<file path="config.mk">
export PLATFORM = sky130hd
export DESIGN_NAME = adc_init_seq
export DESIGN_NICKNAME = d
export VERILOG_FILES = /design/src/rtl/adc_init_seq.sv
export SDC_FILE = /design/constraint.sdc
export NUM_CORES = 1
export LEC_CHECK = 0
export BUFFER_PORTS_ARGS = -buffer_cell sky130_fd_sc_hd__buf_2
export CAP_MARGIN = 20
export CORE_MARGIN = 1
export CORE_UTILIZATION = 38
export CTS_CLUSTER_DIAMETER = 100
export CTS_CLUSTER_SIZE = 28
export DETAILED_ROUTE_END_ITERATION = 6
export GPL_TIMING_DRIVEN = 0
export PLACE_DENSITY = 0.88
export SYNTH_ARGS = -nofsm -noshare
export SYNTH_HDL_FRONTEND = slang
export SYNTH_SLANG_ARGS = --single-unit
</file>
<file path="constraint.sdc">
create_clock -name mclk -period 1.3 [get_ports mclk]
set_input_delay 0.195 -clock mclk [delete_from_list [all_inputs] [get_ports mclk]]
set_output_delay 0.195 -clock mclk [all_outputs]
set_load 0.01 [all_outputs]
</file>
<file path="src/rtl/adc_init_seq.sv">
module adc_init_seq #(
  parameter int SAMPLE_W    = 24,
  parameter int INIT_FRAMES = 4129
) (
  input  logic                mclk,
  input  logic                pwr_dn_n,
  input  logic                fclk,
  input  logic                fall_mode,
  input  logic [SAMPLE_W-1:0] left_in,
  input  logic [SAMPLE_W-1:0] right_in,
  output logic [SAMPLE_W-1:0] left_out,
  output logic [SAMPLE_W-1:0] right_out,
  output logic                data_valid,
  output logic [1:0]          phase,
  output logic                filt_rst
);
  localparam int CW = $clog2(INIT_FRAMES + 1);
  localparam logic [CW-1:0] LAST = CW'(INIT_FRAMES - 1);
  localparam logic [1:0] PH_DOWN = 2'b00;
  localparam logic [1:0] PH_INIT = 2'b01;
  localparam logic [1:0] PH_RUN  = 2'b10;

  logic [1:0]    rst_pipe;
  logic          run_n;
  logic [2:0]    fsync;
  logic [2:0]    armed;
  logic          hit;
  logic [CW-1:0] cnt;
  logic [1:0]    ph;

  always_ff @(posedge mclk or negedge pwr_dn_n)
    if (!pwr_dn_n) rst_pipe <= 2'b00;
    else           rst_pipe <= {rst_pipe[0], 1'b1};

  assign run_n = rst_pipe[1];

  always_ff @(posedge mclk or negedge run_n)
    if (!run_n) begin
      fsync <= 3'b000;
      armed <= 3'b000;
    end else begin
      fsync <= {fsync[1:0], fclk};
      armed <= {armed[1:0], 1'b1};
    end

  assign hit = armed[2] & (fall_mode ? (fsync[2] & ~fsync[1])
                                     : (fsync[1] & ~fsync[2]));

  always_ff @(posedge mclk or negedge run_n)
    if (!run_n) begin
      ph  <= PH_DOWN;
      cnt <= '0;
    end else begin
      case (ph)
        PH_DOWN: ph <= PH_INIT;
        PH_INIT: if (hit) begin
          if (cnt == LAST) ph <= PH_RUN;
          else             cnt <= cnt + 1'b1;
        end
        default: ;
      endcase
    end

  assign phase      = ph;
  assign data_valid = (ph == PH_RUN);
  assign filt_rst   = (ph == PH_DOWN);
  assign left_out   = data_valid ? left_in  : '0;
  assign right_out  = data_valid ? right_in : '0;
endmodule

</file>
# Word level (Yosys, flattened, before mapping)
# Index checks and enable logic that the tools add are counted.
dict set report op_classes {
  n_mux 6
  reduce_logical 4
  n_addsub 1
  n_eq_ne 5
  bitwise 6
}
# cell count
set ops {}
lappend ops {{24-bit 2-to-1 mux} 2}
lappend ops {{13-bit by 1-bit adder with 13-bit output, second input constant} 1}
lappend ops {{13-bit == test, second input constant} 1}
lappend ops {{3-bit AND reduction} 2}
lappend ops {{2-bit 2-to-1 mux} 2}
lappend ops {{2-bit != test, second input constant} 2}
lappend ops {{2-bit case mux with 2 select lines} 1}
lappend ops {{1-bit AND} 3}
lappend ops {{1-bit inverter} 3}
lappend ops {{2-bit by 1-bit == test with 1-bit output, second input constant} 1}
lappend ops {{2-bit == test, second input constant} 1}
lappend ops {{2-bit logical NOT} 1}
lappend ops {{2-bit nonzero test} 1}
lappend ops {{1-bit 2-to-1 mux} 1}
dict set report totals {
  in_bits 52
  out_inout_bits 52
  register_bits 23
  word_cells 27
}

# Longest topological paths before layout
# Gate-level depths: netlist of the first run.
dict set report depth {
  depth_word 6
  mapped_depth 6
  ltp_nobuf 6
}

# Least setup slack after synthesis of the first run
# Ideal clock, no wire load.
dict set report synth_timing {
  path_type {register to register}
  from {reg fsync[2]}
  to {reg cnt[10]}
  setup_ns 0.079
  slack_ns -0.373
  n_path_buf 1
  synth_period_minus_slack_ns 1.673
  arrival_ns 1.594
  path_stages_with_launch 6
  path_cell_list {dfrtp_1 -> or3b_1 -> a211o_1 -> buf_6 -> nor4_1 -> xor2_1}
}
dict set report synth_between {
  elab_chain_len 5
}
# element line_no
set synth_rtl {}
lappend synth_rtl {{start, declared} 25} ;# logic [2:0] fsync;
lappend synth_rtl {{start signal, assigned} 42} ;# fsync <= {fsync[1:0], fclk};
lappend synth_rtl {{1-bit inverter} 47} ;# : (fsync[1] & ~fsync[2]));
lappend synth_rtl {{1-bit AND} 47}
lappend synth_rtl {{1-bit 2-to-1 mux (*)} 46} ;# assign hit = armed[2] & (fall_mode ? (fsync[2] & ~fsync[1])
lappend synth_rtl {{1-bit AND (*)} 46}
lappend synth_rtl {{3-bit AND reduction (no line) (*)} n/a}
lappend synth_rtl {{end signal, assigned} 58} ;# else cnt <= cnt + 1'b1;
lappend synth_rtl {{end, declared} 28} ;# logic [CW-1:0] cnt;
# Every way passes the cells marked *; elsewhere a longest branch is shown, timed or not.
# A chain may end at the register's enable or synchronous reset.

# Worst setup path in the final report of the first run
dict set report layout_timing {
  from {reg fsync[2]}
  to {reg cnt[3]}
}
# Same word-level chain as after synthesis.

==> flow_summary.json, run 1 <==
{
  "report.final.hold_viol_count": 0,
  "fin_worst_skew_ps": 2.52,
  "vias_per_cell": 4.63,
  "clkPwrFrac_pct": 20.6,
  "synthFlopType": "sky130_fd_sc_hd__dfrtp_1",
  "holdCritPathClass": "in2async",
  "worstMarginPinSlew_ps": 819,
  "synth_enable_flop_cells": 0,
  "floorplan.die.width_um": 59.7,
  "clock_tree.root_cell": "sky130_fd_sc_hd__clkbuf_4",
  "internal_power_uw": 1100,
  "drt_pass1_iterations": 4,
  "area_post_placement_um2": 1900,
  "power.switching_fraction_pct": 32.6,
  "power.sequential.fraction_pct": 56.6,
  "cts-htree-levels": 1,
  "port-buffer-count": 103,
  "cap_viol_max_count": 0,
  "utilization_pct": 69.3,
  "period_needed_ps": 1750,
  "insertedDiodeCount": 0,
  "layout_commonest_cell": "sky130_fd_sc_hd__buf_2",
  "cp_data_arrival_time_ps": 1980,
  "cp_cell_sequence": "or3b_4 > a211o_1 > buf_6 > buf_4 > nor2_2 > xor2_1",
  "rsz_0062_raised_after_global_routing": "yes",
  "synth_top_area_cell": "sky130_fd_sc_hd__dfrtp_1",
  "antenna_violating_nets_post_route": 0,
  "path_class": "reg2reg",
  "fraction_of_final_layout_cells_sized_beyond_drive_strength_1_pct": 57.0,
  "worstSkewPairLatency_ps": 310,
  "report.final.slew_viol_count": 0,
  "outcome": "finished with violations",
  "mean_post_synth_cell_area_um2": 9.65,
  "via_count": 1367,
  "num_io_pins": 104,
  "violations": "negative setup slack",
  "starting_density_of_the_core_pct": 40.7,
  "worst_ir_drop_vdd_mv": 1.15,
  "grt_antenna_before_repair": 0,
  "seq_area_frac_synth_pct": 45.5,
  "final_wtd_congestion": 0.855,
  "postSynthRegisterBits": 23,
  "detail_route.wl_per_cell_um": 13.1,
  "slew-limit-headroom_pct": 45.4,
  "postSynth.asyncResetShare_pct": 100,
  "final_design_area_no_fill_um2": 2150,
  "synth.area.top_cells": "sky130_fd_sc_hd__dfrtp_1, sky130_fd_sc_hd__and2_1, sky130_fd_sc_hd__xor2_1, sky130_fd_sc_hd__nor4b_1, sky130_fd_sc_hd__xnor2_1",
  "tritoncts": "yes",
  "hold-worst-slack_ps": 185,
  "grt_max_degree": 22,
  "drt_drc_violations_left": 0,
  "clk_pin_slew_ps": 130,
  "clk_path_buf_depth": 2,
  "die_area_um2": 3560,
  "first_pass_grt_wire_length_mm": 5.47,
  "final_count_of_negative_setup_slack_endpoints": 64,
  "critical_path_cell_with_the_highest_stage_delay": "sky130_fd_sc_hd__dfrtp_1",
  "post-dp-hpwl_mm": 2.79,
  "fin_crit_sh_pct": 135,
  "power_leakage_uw": 0.00130,
  "worst-path-max-fanout": 5,
  "layout_common_cells": "sky130_fd_sc_hd__buf_2, sky130_fd_sc_hd__and2_1, sky130_fd_sc_hd__dfrtp_1",
  "worst_slack_ps": -450,
  "post_synth_instance_area_um2": 1260,
  "core-area_um2": 3100,
  "final_nets": 306,
  "endpoint_kind": "flip-flop",
  "critPathBufInv": 2,
  "worst_path_largest_cell_delay_ps": 400,
  "grt_usage_pct": 20.6,
  "achievable_frequency_mhz": 572,
  "yosysWarnings": 0,
  "number_of_global_route_vias_before_repair": 1245,
  "worst_path_dominant_cell_family": "simple AND/OR/NAND/NOR gates",
  "cts_inserted_buffers": 3,
  "synthesis.instances": 131,
  "finalWirelength_mm": 3.87,
  "power.share.combinational_pct": 22.8,
  "rows": 20,
  "first_iter_violations": 27,
  "distinct_cell_type_count_of_the_synthesized_netlist": 25,
  "area_growth_pct": 70.2,
  "p_per_area_nw_per_um2": 759,
  "grt-ovfl-total": 0,
  "cp_data_required_time_ps": 1540,
  "crit_path_start_kind": "flip-flop",
  "clk_sink_count": 23,
  "power_switching_uw": 532,
  "synth.top_cell.area_share_pct": 45.5,
  "chipHeight_um": 59.7
}
## cell usage after synthesis (2+ instances only)
library cell / count
sky130_fd_sc_hd__xnor2_1: 3
sky130_fd_sc_hd__nor2_1: 4
sky130_fd_sc_hd__xor2_1: 9
sky130_fd_sc_hd__dfrtp_1: 23
sky130_fd_sc_hd__and2_1: 48
sky130_fd_sc_hd__nor3_1: 3
sky130_fd_sc_hd__clkbuf_1: 5
sky130_fd_sc_hd__nor4b_1: 3
sky130_fd_sc_hd__nor4_1: 4
sky130_fd_sc_hd__nand4_1: 2
sky130_fd_sc_hd__nand2_1: 6
sky130_fd_sc_hd__nand3_1: 5
sky130_fd_sc_hd__ha_1: 2
sky130_fd_sc_hd__inv_1: 3
## power groups by stage
stage | Combinational (µW) | Sequential, µW | Clock, µW
3_3_place_gp | 267 | 907 | 0
5_1_grt | 417 | 935 | 370
2_1_floorplan | 177 | 888 | 0
3_5_place_dp | 289 | 914 | 0
4_1_cts | 343 | 904 | 336
6_report | 371 | 924 | 336
## final timing paths
check | startpoint | to | slack [ps] | cells past startpoint
setup / recovery | fsync[2] | cnt[3] | -450 | 6
hold / removal | pwr_dn_n | rst_pipe[1] | 180 | 2
setup reg to reg | fsync[2] | cnt[3] | -450 | 6
hold reg to reg | rst_pipe[1] | fsync[1] | 350 | 0
max in group asynchronous | rst_pipe[1] | cnt[5] | 450 | 0
min in group mclk | fsync[0] | fsync[1] | 370 | 0
## per-layer routing
metal	track usage, %	up-vias	share of wire, %
li1	-	660	-
met1	22.7	646	37
met2	40.2	57	54
met3	3.46	4	7.8
met4	5.32	0	0.59
met5	0	-	0
## metrics by stage
| stage | power [µW] | worst slack, ps | instances | setup TNS [ps] |
|---|---|---|---|---|
| after floorplan | 1060 | -333 | 132 | -3280 |
| after global placement | 1170 | -416 | 279 | -13370 |
| after detailed placement | 1200 | -452 | 279 | -14310 |
| after CTS | 1580 | -394 | 293 | -18800 |
| after global routing | 1720 | -520 | 295 | -25980 |
| final | 1630 | -450 | 295 | -20470 |
## kinds of logic after synthesis
logic type	count (synthesis)	synth area share, %
AND/OR/NAND/NOR	81	38.4
adder cells (fa/ha/maj)	2	1.98
XOR/XNOR	12	8.32
buffers and inverters	9	3.27
multiplexers	1	0.891
AO/OA/AOI/OAI	2	1.29
flip-flops	23	45.5
other	1	0.297
## flip-flops by register name, indices dropped and copies added (netlist names)
| name | count |
|---|---|
| armed | 3 |
| rst_pipe | 2 |
| cnt | 13 |
| phase | 2 |
| fsync | 3 |
## repair_timing
| item | in CTS | in global routing |
|---|---|---|
| endpoints found under the setup margin | 64 | 65 |
| cloned | 1 | 0 |
| pin swaps | 11 | 6 |
| hold buffers | 2 | 0 |
| setup buffers | 7 | 2 |
| endpoints found under the hold margin | 3 | 0 |
| gates resized for setup | 24 | 9 |
## layout make-up
| cell class | instances | area [µm²] |
|---|---|---|
| Fill cell | 239 | 952 |
| Multi-Input combinational cell | 100 | 806 |
| Timing Repair Buffer | 115 | 624 |
| Sequential cell | 23 | 576 |
| Tap cell | 44 | 55.1 |
| Buffer | 6 | 48.8 |
| Clock buffer | 3 | 22.5 |
| Inverter | 3 | 11.3 |
| Clock inverter | 1 | 7.51 |
Note: power is estimated with default switching activity, not from simulation.
==> run 2, diff against run 1 <==
- ABC_AREA: unset -> 1
- CORE_UTILIZATION: 38 -> 42
- PLACE_DENSITY: 0.88 -> 0.89
==> flow_summary.json, run 2 <==
{
  "period_needed_ps": 1750,
  "cts_inserted_buffers": 3,
  "layout_commonest_cell": "sky130_fd_sc_hd__buf_2",
  "setup.reg_to_reg.worst_slack_ps": -360,
  "p_per_area_nw_per_um2": 441,
  "synth.top_cell.area_share_pct": 35.9,
  "chipHeight_um": 63.8,
  "antenna_violating_nets_post_route": 0,
  "registers.top_by_ff_count": "cnt",
  "grt_max_degree": 22,
  "grt_antenna_before_repair": 0,
  "post_synth_instance_area_um2": 1610,
  "core-area_um2": 3660,
  "worst-path-max-fanout": 6,
  "muxShareOfSynthArea_pct": 0,
  "final_design_area_no_fill_um2": 3130,
  "power.share.combinational_pct": 11.5,
  "clock_tree.root_cell": "sky130_fd_sc_hd__clkbuf_8",
  "cp_data_arrival_time_ps": 1560,
  "critical_path.endpoint": "left_out[1]",
  "clk_path_buf_depth": 2,
  "internal_power_uw": 1020,
  "floorplan.die.width_um": 63.8,
  "distinct_cell_type_count_of_the_synthesized_netlist": 19,
  "final_nets": 451,
  "starting_density_of_the_core_pct": 43.8,
  "num_io_pins": 104,
  "worst_r2r_endpoint": "cnt[6]",
  "synth_top_family_by_area": "simple AND/OR/NAND/NOR gates",
  "utilization_pct": 85.6,
  "finalWirelength_mm": 8.15,
  "synthesis.instances": 260,
  "postSynthRegisterBits": 23,
  "worstReg2RegStart": "phase[1]",
  "post-dp-hpwl_mm": 3.42,
  "path_class": "reg2out",
  "number_of_global_route_vias_before_repair": 2026,
  "final-seq-area_um2": 578,
  "power_switching_uw": 367,
  "yosysWarnings": 0,
  "fraction_of_synthesized_cell_area_in_xor_and_xnor_cells_pct": 3.82,
  "timing.setup.tns_ps": -21520,
  "cp_cell_sequence": "inv_2 > nor2_4 > inv_2 > buf_8 > buf_6 > nor2_1 > buf_2",
  "worst_path_largest_cell_delay_ps": 410,
  "fin_worst_skew_ps": 4.00,
  "layout_common_cells": "sky130_fd_sc_hd__buf_2, sky130_fd_sc_hd__inv_1, sky130_fd_sc_hd__nand2_1",
  "port-buffer-count": 103,
  "die_area_um2": 4070,
  "worst_path_dominant_cell_family": "buffers and inverters",
  "critPathBufInv": 5,
  "final_wtd_congestion": 0.833,
  "rsz_0062_raised_after_global_routing": "yes",
  "worst-path-stages": 7,
  "worst_ir_drop_vdd_mv": 0.752,
  "final.fill_count": 177,
  "grt_usage_pct": 29.6,
  "fin_crit_sh_pct": 135,
  "clk_pin_slew_ps": 90,
  "worstSkewPairLatency_ps": 280,
  "synth_simple_gate_area_share_pct": 38.6,
  "worstMarginPinSlew_ps": 870,
  "reg2regPathDepth": 10,
  "seq_area_frac_synth_pct": 35.9,
  "report.final.hold_viol_count": 0,
  "worst_slack_ps": -452,
  "combined_area_of_the_multi_input_logic_cells_um2": 1120,
  "largest_register_ff_count": 13,
  "power.switching_fraction_pct": 26.6,
  "yosysMostFrequentCell": "sky130_fd_sc_hd__nor2_1",
  "critical_path_cell_with_the_highest_stage_delay": "sky130_fd_sc_hd__dfrtp_1",
  "holdCritPathClass": "in2reg",
  "final_count_of_negative_setup_slack_endpoints": 65,
  "crit_path_start_kind": "flip-flop",
  "cp_common_cell": "sky130_fd_sc_hd__inv_2",
  "first_pass_grt_wire_length_mm": 9.27,
  "clk_sink_count": 23,
  "yosys.area_share.adder_pct": 1.56,
  "final_cell_count_no_fill": 444,
  "tritoncts": "yes",
  "violations": "negative setup slack",
  "first_iter_violations": 191,
  "ys_top_cells_by_count": "sky130_fd_sc_hd__nor2_1, sky130_fd_sc_hd__inv_1, sky130_fd_sc_hd__nand2_1, sky130_fd_sc_hd__dfrtp_1",
  "crit_path_start": "phase[1]",
  "slew-limit-headroom_pct": 42.0,
  "insertedDiodeCount": 0,
  "achievable_frequency_mhz": 571,
  "cp_data_required_time_ps": 1110,
  "clkPwrFrac_pct": 34.7,
  "fraction_of_final_layout_cells_sized_beyond_drive_strength_1_pct": 57.1,
  "detail_route.wl_per_cell_um": 18.4,
  "grt-ovfl-total": 0,
  "rows": 22,
  "drt_pass1_iterations": 4,
  "cts-htree-levels": 1,
  "synth.area.top_cells": "sky130_fd_sc_hd__dfrtp_1, sky130_fd_sc_hd__nor2_1, sky130_fd_sc_hd__inv_1, sky130_fd_sc_hd__nand2_1, sky130_fd_sc_hd__xor2_1",
  "area_growth_pct": 95.2,
  "report.final.slew_viol_count": 0,
  "synth_enable_flop_cells": 0,
  "outcome": "finished with violations",
  "area_post_placement_um2": 2340,
  "power.sequential.fraction_pct": 53.7,
  "vias_per_cell": 5.22,
  "area_fraction_in_compound_gates_after_synthesis_pct": 0.857,
  "placed_cells_incl_taps": 412,
  "layout_top_registers": "cnt: 13 flops, armed: 3 flops, fsync: 3 flops",
  "mean_post_synth_cell_area_um2": 6.17,
  "drt_drc_violations_left": 0,
  "synthFlopType": "sky130_fd_sc_hd__dfrtp_1",
  "cap_viol_max_count": 0,
  "synth_top_area_cell": "sky130_fd_sc_hd__dfrtp_1",
  "postSynth.asyncResetShare_pct": 100,
  "via_count": 2318,
  "power_leakage_uw": 0.00180,
  "endpoint_kind": "output port"
}
run 2: cell count changes after synthesis, moves of 3 or more:
cell,before,now
sky130_fd_sc_hd__nor3_1,3,0
sky130_fd_sc_hd__clkbuf_1,5,2
sky130_fd_sc_hd__nor2_1,4,69
sky130_fd_sc_hd__nor4b_1,3,0
sky130_fd_sc_hd__nand2_2,0,3
sky130_fd_sc_hd__nor4_1,4,0
sky130_fd_sc_hd__xnor2_1,3,0
sky130_fd_sc_hd__buf_2,0,4
sky130_fd_sc_hd__nand2_1,6,64
sky130_fd_sc_hd__and2_1,48,0
sky130_fd_sc_hd__inv_1,3,67
run 2: cells by family after synthesis:
logic type / Yosys count
flops: 23
fa+ha+maj: 2
buf+inv: 75
compound gates: 2
simple gates: 150
other cells: 1
xor+xnor: 7
run 2: layer usage:
layer | vias up | GRT usage, % | wire [µm]
li1 | 1003 | - | -
met1 | 1075 | 31.3 | 2670
met2 | 161 | 55.5 | 4100
met3 | 79 | 4.64 | 720
met4 | 0 | 15.9 | 658
met5 | - | 0 | 0
run 2: final cells by class:
class	count	share of cell area, %
clock buffers	3	1.32
well taps	48	1.92
inverters	67	8.02
plain buffers	7	2.99
repair buffers	132	31.4
flip-flops and latches	23	18.4
multi-input cells	163	35.6
clock inverters	1	0.240
run 2: power groups by stage:
| stage | sequential, µW | clock [µW] | combinational [µW] |
|---|---|---|---|
| 2_1_floorplan | 754 | 0 | 43.8 |
| 3_3_place_gp | 757 | 0 | 115 |
| 3_5_place_dp | 758 | 0 | 121 |
| 4_1_cts | 744 | 468 | 127 |
| 5_1_grt | 747 | 509 | 174 |
| 6_report | 743 | 480 | 159 |
run 2: per-stage QoR:
stage | hold slack [ps] | power, µW | worst slack (ps)
floorplan | -101 | 797 | -39.4
global placement | -18.3 | 872 | -153
detailed placement | -17.8 | 880 | -170
CTS | 24.5 | 1340 | -259
global route | 13.4 | 1430 | -665
finish | 15.5 | 1380 | -452
run 2: worst min path at each step:
| stage | from | end | slack [ps] | depth (start not counted) |
|---|---|---|---|---|
| after detailed placement | pwr_dn_n | rst_pipe[1] | -20 | 1 |
| after global placement | pwr_dn_n | rst_pipe[0] | -20 | 1 |
| after global routing | fclk | fsync[0] | 10 | 1 |
| after CTS | fclk | fsync[0] | 20 | 1 |
| after floorplan | pwr_dn_n | rst_pipe[0] | -100 | 0 |
| final | fclk | fsync[0] | 20 | 1 |
run 2: repair_timing:
action,4_1_cts,5_1_grt
hold buffers,1,0
endpoints found under the setup margin,63,65
pin swaps,17,18
hold endpoints to repair,2,0
gates resized for setup,53,81
buffers inserted,21,4
gates cloned,4,1
